**config.mk**
```make
export PLATFORM = sky130hd
export DESIGN_NAME = ubus_csel_dec
export DESIGN_NICKNAME = d
export VERILOG_FILES = /design/src/rtl/ubus_csel_pkg.sv /design/src/rtl/ubus_cfg_reg.sv /design/src/rtl/ubus_mem_dec.sv /design/src/rtl/ubus_io_dec.sv /design/src/rtl/ubus_csel_dec.sv
export SDC_FILE = /design/constraint.sdc
export NUM_CORES = 1
export LEC_CHECK = 0
export BUFFER_PORTS_ARGS = -buffer_cell sky130_fd_sc_hd__buf_2
export CORE_MARGIN = 4
export CORE_UTILIZATION = 25
export DETAILED_ROUTE_END_ITERATION = 8
export GPL_TIMING_DRIVEN = 0
export PLACE_DENSITY = 0.72
export SLEW_MARGIN = 15
export SYNTH_ARGS = -nofsm -noshare
export SYNTH_HDL_FRONTEND = slang
export SYNTH_SLANG_ARGS = --single-unit
```
**constraint.sdc**
```tcl
create_clock -name clk -period 1.6 [get_ports clk]
set_input_delay 0.08 -clock clk [delete_from_list [all_inputs] [get_ports clk]]
set_output_delay 0.08 -clock clk [all_outputs]
set_load 0.05 [all_outputs]
```
**src/rtl/ubus_csel_pkg.sv**
```systemverilog
package ubus_csel_pkg;
  typedef enum logic [2:0] {
    SEL_BIOS    = 3'b000,
    SEL_IDE_CMD = 3'b010,
    SEL_IDE_CTL = 3'b011,
    SEL_FDC     = 3'b100,
    SEL_NONE    = 3'b111
  } csel_e;

  localparam int CFG_W = 8;
  localparam int B_EXT_BIOS = 7;
  localparam int B_LOW_BIOS = 6;
  localparam int B_BANK_SEC = 5;
  localparam int B_IDE_EN   = 4;
  localparam int B_FDC_LO   = 3;
  localparam int B_FDC_HI   = 2;
endpackage

```
**src/rtl/ubus_cfg_reg.sv**
```systemverilog
module ubus_cfg_reg #(
  parameter int W = 8,
  parameter logic [W-1:0] RST_VAL = 8'h07
) (
  input  logic         clk,
  input  logic         rst_n,
  input  logic         wr,
  input  logic [W-1:0] wdata,
  output logic [W-1:0] q
);
  always_ff @(posedge clk) begin
    if (!rst_n)  q <= RST_VAL;
    else if (wr) q <= wdata;
  end
endmodule

```
**src/rtl/ubus_mem_dec.sv**
```systemverilog
module ubus_mem_dec #(
  parameter int AW = 32
) (
  input  logic [AW-1:0] addr,
  input  logic          ext_en,
  input  logic          low_en,
  output logic          hit
);
  localparam logic [AW-1:0] EXT_LO = AW'(32'hFFF8_0000);
  localparam logic [AW-1:0] EXT_HI = AW'(32'hFFFD_FFFF);
  localparam int BLK_SH = 16;
  localparam int TAG_W  = AW - BLK_SH;
  localparam int N_WIN  = 3;
  localparam logic [N_WIN*TAG_W-1:0] WIN_TAGS =
    {TAG_W'(16'h000E), TAG_W'(16'hFFEE), TAG_W'(16'hFFFE)};

  logic [N_WIN-1:0] win_hit;
  logic ext_hit;

  for (genvar g = 0; g < N_WIN; g++) begin : g_win
    assign win_hit[g] = (addr[AW-1:BLK_SH] == WIN_TAGS[g*TAG_W +: TAG_W]);
  end

  assign ext_hit = (addr >= EXT_LO) && (addr <= EXT_HI);
  assign hit = (ext_en && ext_hit) || (low_en && (|win_hit));
endmodule

```
**src/rtl/ubus_io_dec.sv**
```systemverilog
module ubus_io_dec #(
  parameter int IW = 16
) (
  input  logic [IW-1:0] addr,
  input  logic          bank_sec,
  input  logic          ide_en,
  input  logic          fdc_lo_en,
  input  logic          fdc_hi_en,
  input  logic          fdc_present,
  output logic          ide_cmd_hit,
  output logic          ide_ctl_hit,
  output logic          fdc_hit
);
  localparam logic [IW-1:0] FDC_BASE_P = IW'(16'h03F0);
  localparam logic [IW-1:0] FDC_BASE_S = IW'(16'h0370);
  localparam logic [IW-1:0] FDC_TOP_P  = IW'(16'h03F7);
  localparam logic [IW-1:0] FDC_TOP_S  = IW'(16'h037F);
  localparam logic [IW-1:0] CMD_BASE_P = IW'(16'h01F0);
  localparam logic [IW-1:0] CMD_BASE_S = IW'(16'h0170);
  localparam logic [IW-1:0] CTL_OFS    = IW'(6);
  localparam logic [IW-1:0] HI_OFS     = IW'(2);

  logic [IW-1:0] fbase, ftop, cbase, ctl_port, hi_start;
  logic lo_rng, hi_rng;

  always_comb begin
    fbase    = bank_sec ? FDC_BASE_S : FDC_BASE_P;
    ftop     = bank_sec ? FDC_TOP_S  : FDC_TOP_P;
    cbase    = bank_sec ? CMD_BASE_S : CMD_BASE_P;
    ctl_port = fbase + CTL_OFS;
    hi_start = fbase + HI_OFS;
  end

  assign ide_cmd_hit = ide_en && (addr[IW-1:3] == cbase[IW-1:3]);
  assign ide_ctl_hit = ide_en && (addr[IW-1:1] == ctl_port[IW-1:1]);
  assign lo_rng      = (addr[IW-1:1] == fbase[IW-1:1]);
  assign hi_rng      = (addr >= hi_start) && (addr <= ftop);
  assign fdc_hit     = fdc_present && !ide_ctl_hit &&
                       ((fdc_lo_en && lo_rng) || (fdc_hi_en && hi_rng));
endmodule

```
**src/rtl/ubus_csel_dec.sv**
```systemverilog
module ubus_csel_dec
  import ubus_csel_pkg::*;
#(
  parameter int MEM_AW = 32,
  parameter int IO_AW  = 16,
  parameter logic [CFG_W-1:0] CFG_RST = 8'h07
) (
  input  logic              clk,
  input  logic              rst_n,
  input  logic              cfg_wr,
  input  logic [CFG_W-1:0]  cfg_wdata,
  output logic [CFG_W-1:0]  cfg_rdata,
  input  logic              cyc_valid,
  input  logic              cyc_is_io,
  input  logic [MEM_AW-1:0] mem_addr,
  input  logic [IO_AW-1:0]  io_addr,
  input  logic              fdc_present,
  output logic [2:0]        csel_code,
  output logic              fdc_cs_n,
  output logic              xcvr_oe_n
);
  logic [CFG_W-1:0] cfg;
  logic bios_hit, cmd_hit, ctl_hit, flp_hit;
  csel_e sel;

  ubus_cfg_reg #(.W(CFG_W), .RST_VAL(CFG_RST)) i_cfg (
    .clk(clk), .rst_n(rst_n), .wr(cfg_wr), .wdata(cfg_wdata), .q(cfg)
  );

  ubus_mem_dec #(.AW(MEM_AW)) i_mem (
    .addr(mem_addr), .ext_en(cfg[B_EXT_BIOS]), .low_en(cfg[B_LOW_BIOS]),
    .hit(bios_hit)
  );

  ubus_io_dec #(.IW(IO_AW)) i_io (
    .addr(io_addr), .bank_sec(cfg[B_BANK_SEC]), .ide_en(cfg[B_IDE_EN]),
    .fdc_lo_en(cfg[B_FDC_LO]), .fdc_hi_en(cfg[B_FDC_HI]),
    .fdc_present(fdc_present), .ide_cmd_hit(cmd_hit),
    .ide_ctl_hit(ctl_hit), .fdc_hit(flp_hit)
  );

  always_comb begin
    sel = SEL_NONE;
    if (cyc_valid) begin
      if (!cyc_is_io) begin
        if (bios_hit) sel = SEL_BIOS;
      end else if (ctl_hit) sel = SEL_IDE_CTL;
      else if (cmd_hit)     sel = SEL_IDE_CMD;
      else if (flp_hit)     sel = SEL_FDC;
    end
  end

  assign cfg_rdata = cfg;
  assign csel_code = sel;
  assign fdc_cs_n  = (sel != SEL_FDC);
  assign xcvr_oe_n = (sel == SEL_NONE);
endmodule

```
; Yosys cells after proc, flatten, opt, wreduce, memory -nomap -nowiden
; Index checks and enable logic that the tools add are counted.
[classes]
muxes = 9
reduce_logical = 14
addsub = 2
n_eq_ne = 8
magnitude_cmp = 4
[ops]
columns = op, n
row1 = $eq A16 B16 Y1 const B, 2
row2 = $ge A32 B32 Y1 const B, 1
row3 = $le A32 B32 Y1 const B, 1
row4 = $eq A15 B15 Y1, 2
row5 = $mux W8, 3
row6 = $add A16 B2 Y16 const B, 1
row7 = $add A16 B3 Y16 const B, 1
row8 = $eq A16 B4 Y1 const B, 1
row9 = $ge A16 B16 Y1, 1
row10 = $le A16 B16 Y1, 1
row11 = $mux W3, 5
row12 = $eq A13 B13 Y1, 1
row13 = $logic_and A1 B1 Y1, 10
row14 = $eq A3 B3 Y1 const B, 1
row15 = $ne A3 B3 Y1 const B, 1
row16 = $reduce_or A3 Y1, 1
row17 = $logic_or A1 B1 Y1, 2
row18 = $mux W2, 1
row19 = $logic_not A1 Y1, 1
[totals]
in_bits = 62
wordCells = 38
reg_bits = 8
output_inout_bits = 13

; Longest topological paths before layout
[depth]
ltp_word = 13
ltp_mapped = 6
ltp_nobuf = 6

; By module
; From an unflattened synthesis, not the netlist that was laid out.
[hier_totals]
cells_unflattened = 71
hier_area_um2 = 593.1
[by_module_without_submodules]
columns = mod, n_inst, area_each_um2, cells_each, seq_area_each_um2
row1 = ubus_cfg_reg, 1, 294.0, 25, 160.2
row2 = ubus_io_dec, 1, 148.9, 20, 0.0
row3 = ubus_mem_dec, 1, 81.3, 14, 0.0
row4 = ubus_csel_dec, 1, 68.8, 12, 0.0

; Least setup slack after synthesis
; No wires, ideal clock.
[synth_timing]
kind = reg2out
from = reg i_cfg.q[5]
to = out csel_code[0]
arrival_ps = 1821
stages_incl_launch_ff = 6
path_slack_ps = -301
required_ps = 1520
n_path_buf = 0
path_cell_list = dfxtp_1 -> ha_1 -> nor2_1 -> a311oi_1 -> o41ai_2 -> o22ai_1
[synth_via]
elab_chain_cells = 12
word_cells_on_any_way = 24
classes_between = add/sub (2) / order compare (2) / eq/ne (3) / mux (8) / reduce/logical (9)
[synth_rtl]
columns = element, line_no
row1 = "start, declared", ubus_cfg_reg.sv:9  ; output logic [W-1:0] q
row2 = "start signal, assigned", ubus_cfg_reg.sv:13  ; else if (wr) q <= wdata;
row3 = $mux W8, "ubus_io_dec.sv:27, ubus_io_dec.sv:29"
row4 = $add A16 B2 Y16 / $add A16 B3 Y16 (equally long branches), "ubus_io_dec.sv:31, ubus_io_dec.sv:30"
row5 = $ge A16 B16 Y1 / $eq A15 B15 Y1 (equally long branches), "ubus_io_dec.sv:37, ubus_io_dec.sv:35"
row6 = $logic_and A1 B1 Y1 (on tied branches), "ubus_io_dec.sv:37, ubus_io_dec.sv:35"
row7 = $logic_and A1 B1 Y1 / $logic_not A1 Y1 (equally long branches), "ubus_io_dec.sv:39, ubus_io_dec.sv:38"
row8 = $logic_or A1 B1 Y1 / $logic_and A1 B1 Y1 (equally long branches), "ubus_io_dec.sv:39, ubus_io_dec.sv:38"
row9 = $logic_and A1 B1 Y1, ubus_io_dec.sv:38  ; assign fdc_hit = fdc_present && !ide_ctl_hit &&
row10 = $mux W2, ubus_csel_dec.sv:49  ; else if (flp_hit) sel = SEL_FDC;
row11 = $mux W3, ubus_csel_dec.sv:48  ; else if (cmd_hit) sel = SEL_IDE_CMD;
row12 = $mux W3 *, ubus_csel_dec.sv:47  ; end else if (ctl_hit) sel = SEL_IDE_CTL;
row13 = $mux W3 *, ubus_csel_dec.sv:45  ; if (!cyc_is_io) begin
row14 = $mux W3 *, ubus_csel_dec.sv:44  ; if (cyc_valid) begin
row15 = "end, declared", ubus_csel_dec.sv:18  ; output logic [2:0] csel_code,
; Every way passes the cells marked *; elsewhere a longest branch is shown, timed or not.

; Worst setup path after layout
; Ends and elaborated chain as after synthesis.

==> impl_metrics.yaml <==
route:
  viasPerCell: 4.87
  wirelength_um: 2140
  vias: 814
  drt-initial-drc-count: 15
  drc: 0
  firstDrtPassIters: 4
  antenna_left: 0
  post_drt_wl_per_cell_um: 12.8
synthesis:
  syn_nets: 140
  syn_inst: 76
  yosys_warnings: 0
  ys_seq_area_share_pct: 25.0
  async_flop_share_pct: 0
  synth_flop_cell: "dfxtp_1"
  synth.avg_cell_area_um2: 8.45
  synth_edf_count: 0
  ys_seq_elements: 8
  netlist_area_um2: 642
  synth.distinct_cells: 31
sta:
  fin_skew_ps: 0
  rsz0062_at_grt: "yes"
  min_period_ps: 2010
  whs_ps: 50.9
  min_period_over_period_pct: 126
  worst_pin_slew_ps: 565
  fmax_ghz: 0.498
  hold_viol: 0
  setup_viol: 5
  fin_ws_ps: -410
  maxSlewViolCount: 0
  slew_headroom_pct: 62.3
global_routing:
  grt-busiest-layer: "met2"
  grt_overflow: 0
  grt_pass1_wl_um: 3390
  grt_max_degree: 10
  antenna_found_initial: 0
  grt_util_met2_pct: 24.1
  grt_pass1_vias: 839
  use_met1_pct: 13.7
  grt_util_met3_pct: 1.54
  grt.total_usage_pct: 12.4
die:
  die-area_um2: 3440
  ioPinCount: 75
  die_h_um: 58.7
  rows: 18
  initial_core_util_pct: 26.1
  core_area_um2: 2450
  die_w_um: 58.7
placement:
  io_buffer_count: 57
  dpl.cell_count: 163
  place_congestion: 0.787
  pre_cts_ws_ps: -302
setup_path:
  cp.arrival_ps: 1930
  start_kind: "flip-flop"
  crit_slowest_cell: "o41ai_4"
  critPathMaxFanout: 4
  required_ps: 1520
  path_class: "flip-flop to output pin"
  cp-end-kind: "output pin"
  path_cells: "inv_4, ha_4, nand4_1, o311a_4, o41ai_4, o22ai_2, buf_6"
  max_stage_delay_ps: 440
finish:
  regMostFlops: "i_cfg.q"
  reg.largest.list: "i_cfg.q (8)"
  area_delta_synth_final_pct: 78.8
  drive_gt1_share_pct: 60.6
  largest_reg_flops: 8
  nFillCells: 253
  diodes: 0
  stdcell_count: 167
  nets: 203
outcome:
  violations: "setup timing"
  outcome: "complete, but fails checks"
power_and_ir_drop:
  p_leak_nw: 0.528
  power_density_nw_per_um2: 547
  irDropWorstVdd_mv: 0.450
clock_network:
  cts_sinks: 8
  cts_hold_buf: 0
  clkTransAtPathRegs_ps: 50
  clock_latency_ps: 250
  htreeDepth: 1
  cts_root_buf: "clkbuf_4"
  numCtsBuffers: 3
  cts_tree: "done"
  clockBufferDepth: 2
job:
  cap_violations: 0
worst_hold_path:
  min_path_type: "primary input to flip-flop"
final cells by class:
cell class	count	area [µm²]	area share [%]
Buffer	7	48.8	4.25
Sequential cell	8	164	14.3
Multi-Input combinational cell	59	537	46.8
Clock buffer	3	22.5	1.96
Tap cell	30	37.5	3.27
Timing Repair Buffer	58	328	28.6
Inverter	2	10.0	0.872
layout by cell type, fill, tap and decap left out, types with 2 or more instances in the layout:
| cell type | Yosys | routed |
|---|---|---|
| buf_2 | 0 | 52 |
| mux2i_1 | 7 | 7 |
| dfxtp_1 | 8 | 7 |
| nand2_1 | 7 | 6 |
| nor2b_1 | 6 | 6 |
| buf_4 | 6 | 6 |
| buf_6 | 0 | 6 |
| nand4_1 | 5 | 5 |
| clkbuf_4 | 0 | 3 |
| nor4_1 | 3 | 2 |
| nor3b_1 | 2 | 2 |
| nand3_1 | 3 | 2 |
| nor2_1 | 2 | 2 |
| and4_1 | 2 | 2 |
| o21ai_2 | 0 | 2 |
| o22ai_2 | 0 | 2 |
| ha_4 | 0 | 2 |
cells in the mapped netlist, types with 2 or more instances:
| cell | n | share of area (%) |
|---|---|---|
| dfxtp_1 | 8 | 25 |
| mux2i_1 | 7 | 11 |
| nand2_1 | 7 | 4.1 |
| buf_4 | 6 | 7.0 |
| nor2b_1 | 6 | 5.8 |
| nand4_1 | 5 | 4.9 |
| nand3_1 | 3 | 2.3 |
| nor4_1 | 3 | 2.9 |
| and4_1 | 2 | 2.7 |
| ha_1 | 2 | 3.9 |
| inv_1 | 2 | 1.2 |
| nor2_1 | 2 | 1.2 |
| nor3b_1 | 2 | 2.3 |
| nor4b_1 | 2 | 2.7 |
| o21ai_1 | 2 | 1.6 |
| o22ai_1 | 2 | 1.9 |
kinds of logic after synthesis:
group,Yosys count,synth area share [%]
mux,7,10.9
buf+inv,9,8.77
fa+ha+maj,2,3.90
flops,8,25.0
compound gates,12,15.8
simple gates,38,35.7
routing by layer:
layer	wire (µm)	share of wire (%)	up-vias
li1	-	-	414
met1	829	39	366
met2	1150	54	34
met3	160	7.5	0
met4	0	0	0
met5	0	0	-
metrics by stage:
stage	total power, mW	setup TNS [ps]	util, %	area (µm²)
4_1_cts	0.631	-1670	45.7	1120
2_1_floorplan	0.355	-145	-	667
6_report	0.628	-1580	46.7	1150
3_5_place_dp	0.447	-887	40.3	990
5_1_grt	0.670	-2070	46.7	1150
3_3_place_gp	0.441	-697	40.3	990
final timing paths:
path	from	to	slack, ps	depth (start not counted)
min	cfg_wdata[0]	i_cfg.q[0]	50	3
max	i_cfg.q[5]	csel_code[0]	-410	7
min reg2reg	i_cfg.q[1]	i_cfg.q[1]	470	2
max reg2reg	i_cfg.q[2]	i_cfg.q[2]	910	2
worst max-delay path, delay by kind of cell (launching register included):
| family | cells | cell delay [ps] |
|---|---|---|
| AO/OA/AOI/OAI | 3 | 740 |
| flip-flops | 1 | 380 |
| adder cells (fa/ha/maj) | 1 | 240 |
| buffers and inverters | 2 | 210 |
| AND/OR/NAND/NOR | 1 | 100 |
power by group:
part	total [mW]	switching, mW	internal, mW
combinational	0.254	0.141	0.113
clock	0.152	0.0660	0.0857
sequential	0.222	0.0110	0.211
what timing repair did:
action | in CTS | in global routing
hold endpoints to repair | 0 | 0
gates resized for setup | 20 | 7
pin swaps | 4 | 7
buffers inserted | 1 | 0
setup endpoints to repair | 5 | 5
No activity file was read; power rests on OpenSTA's default activity.
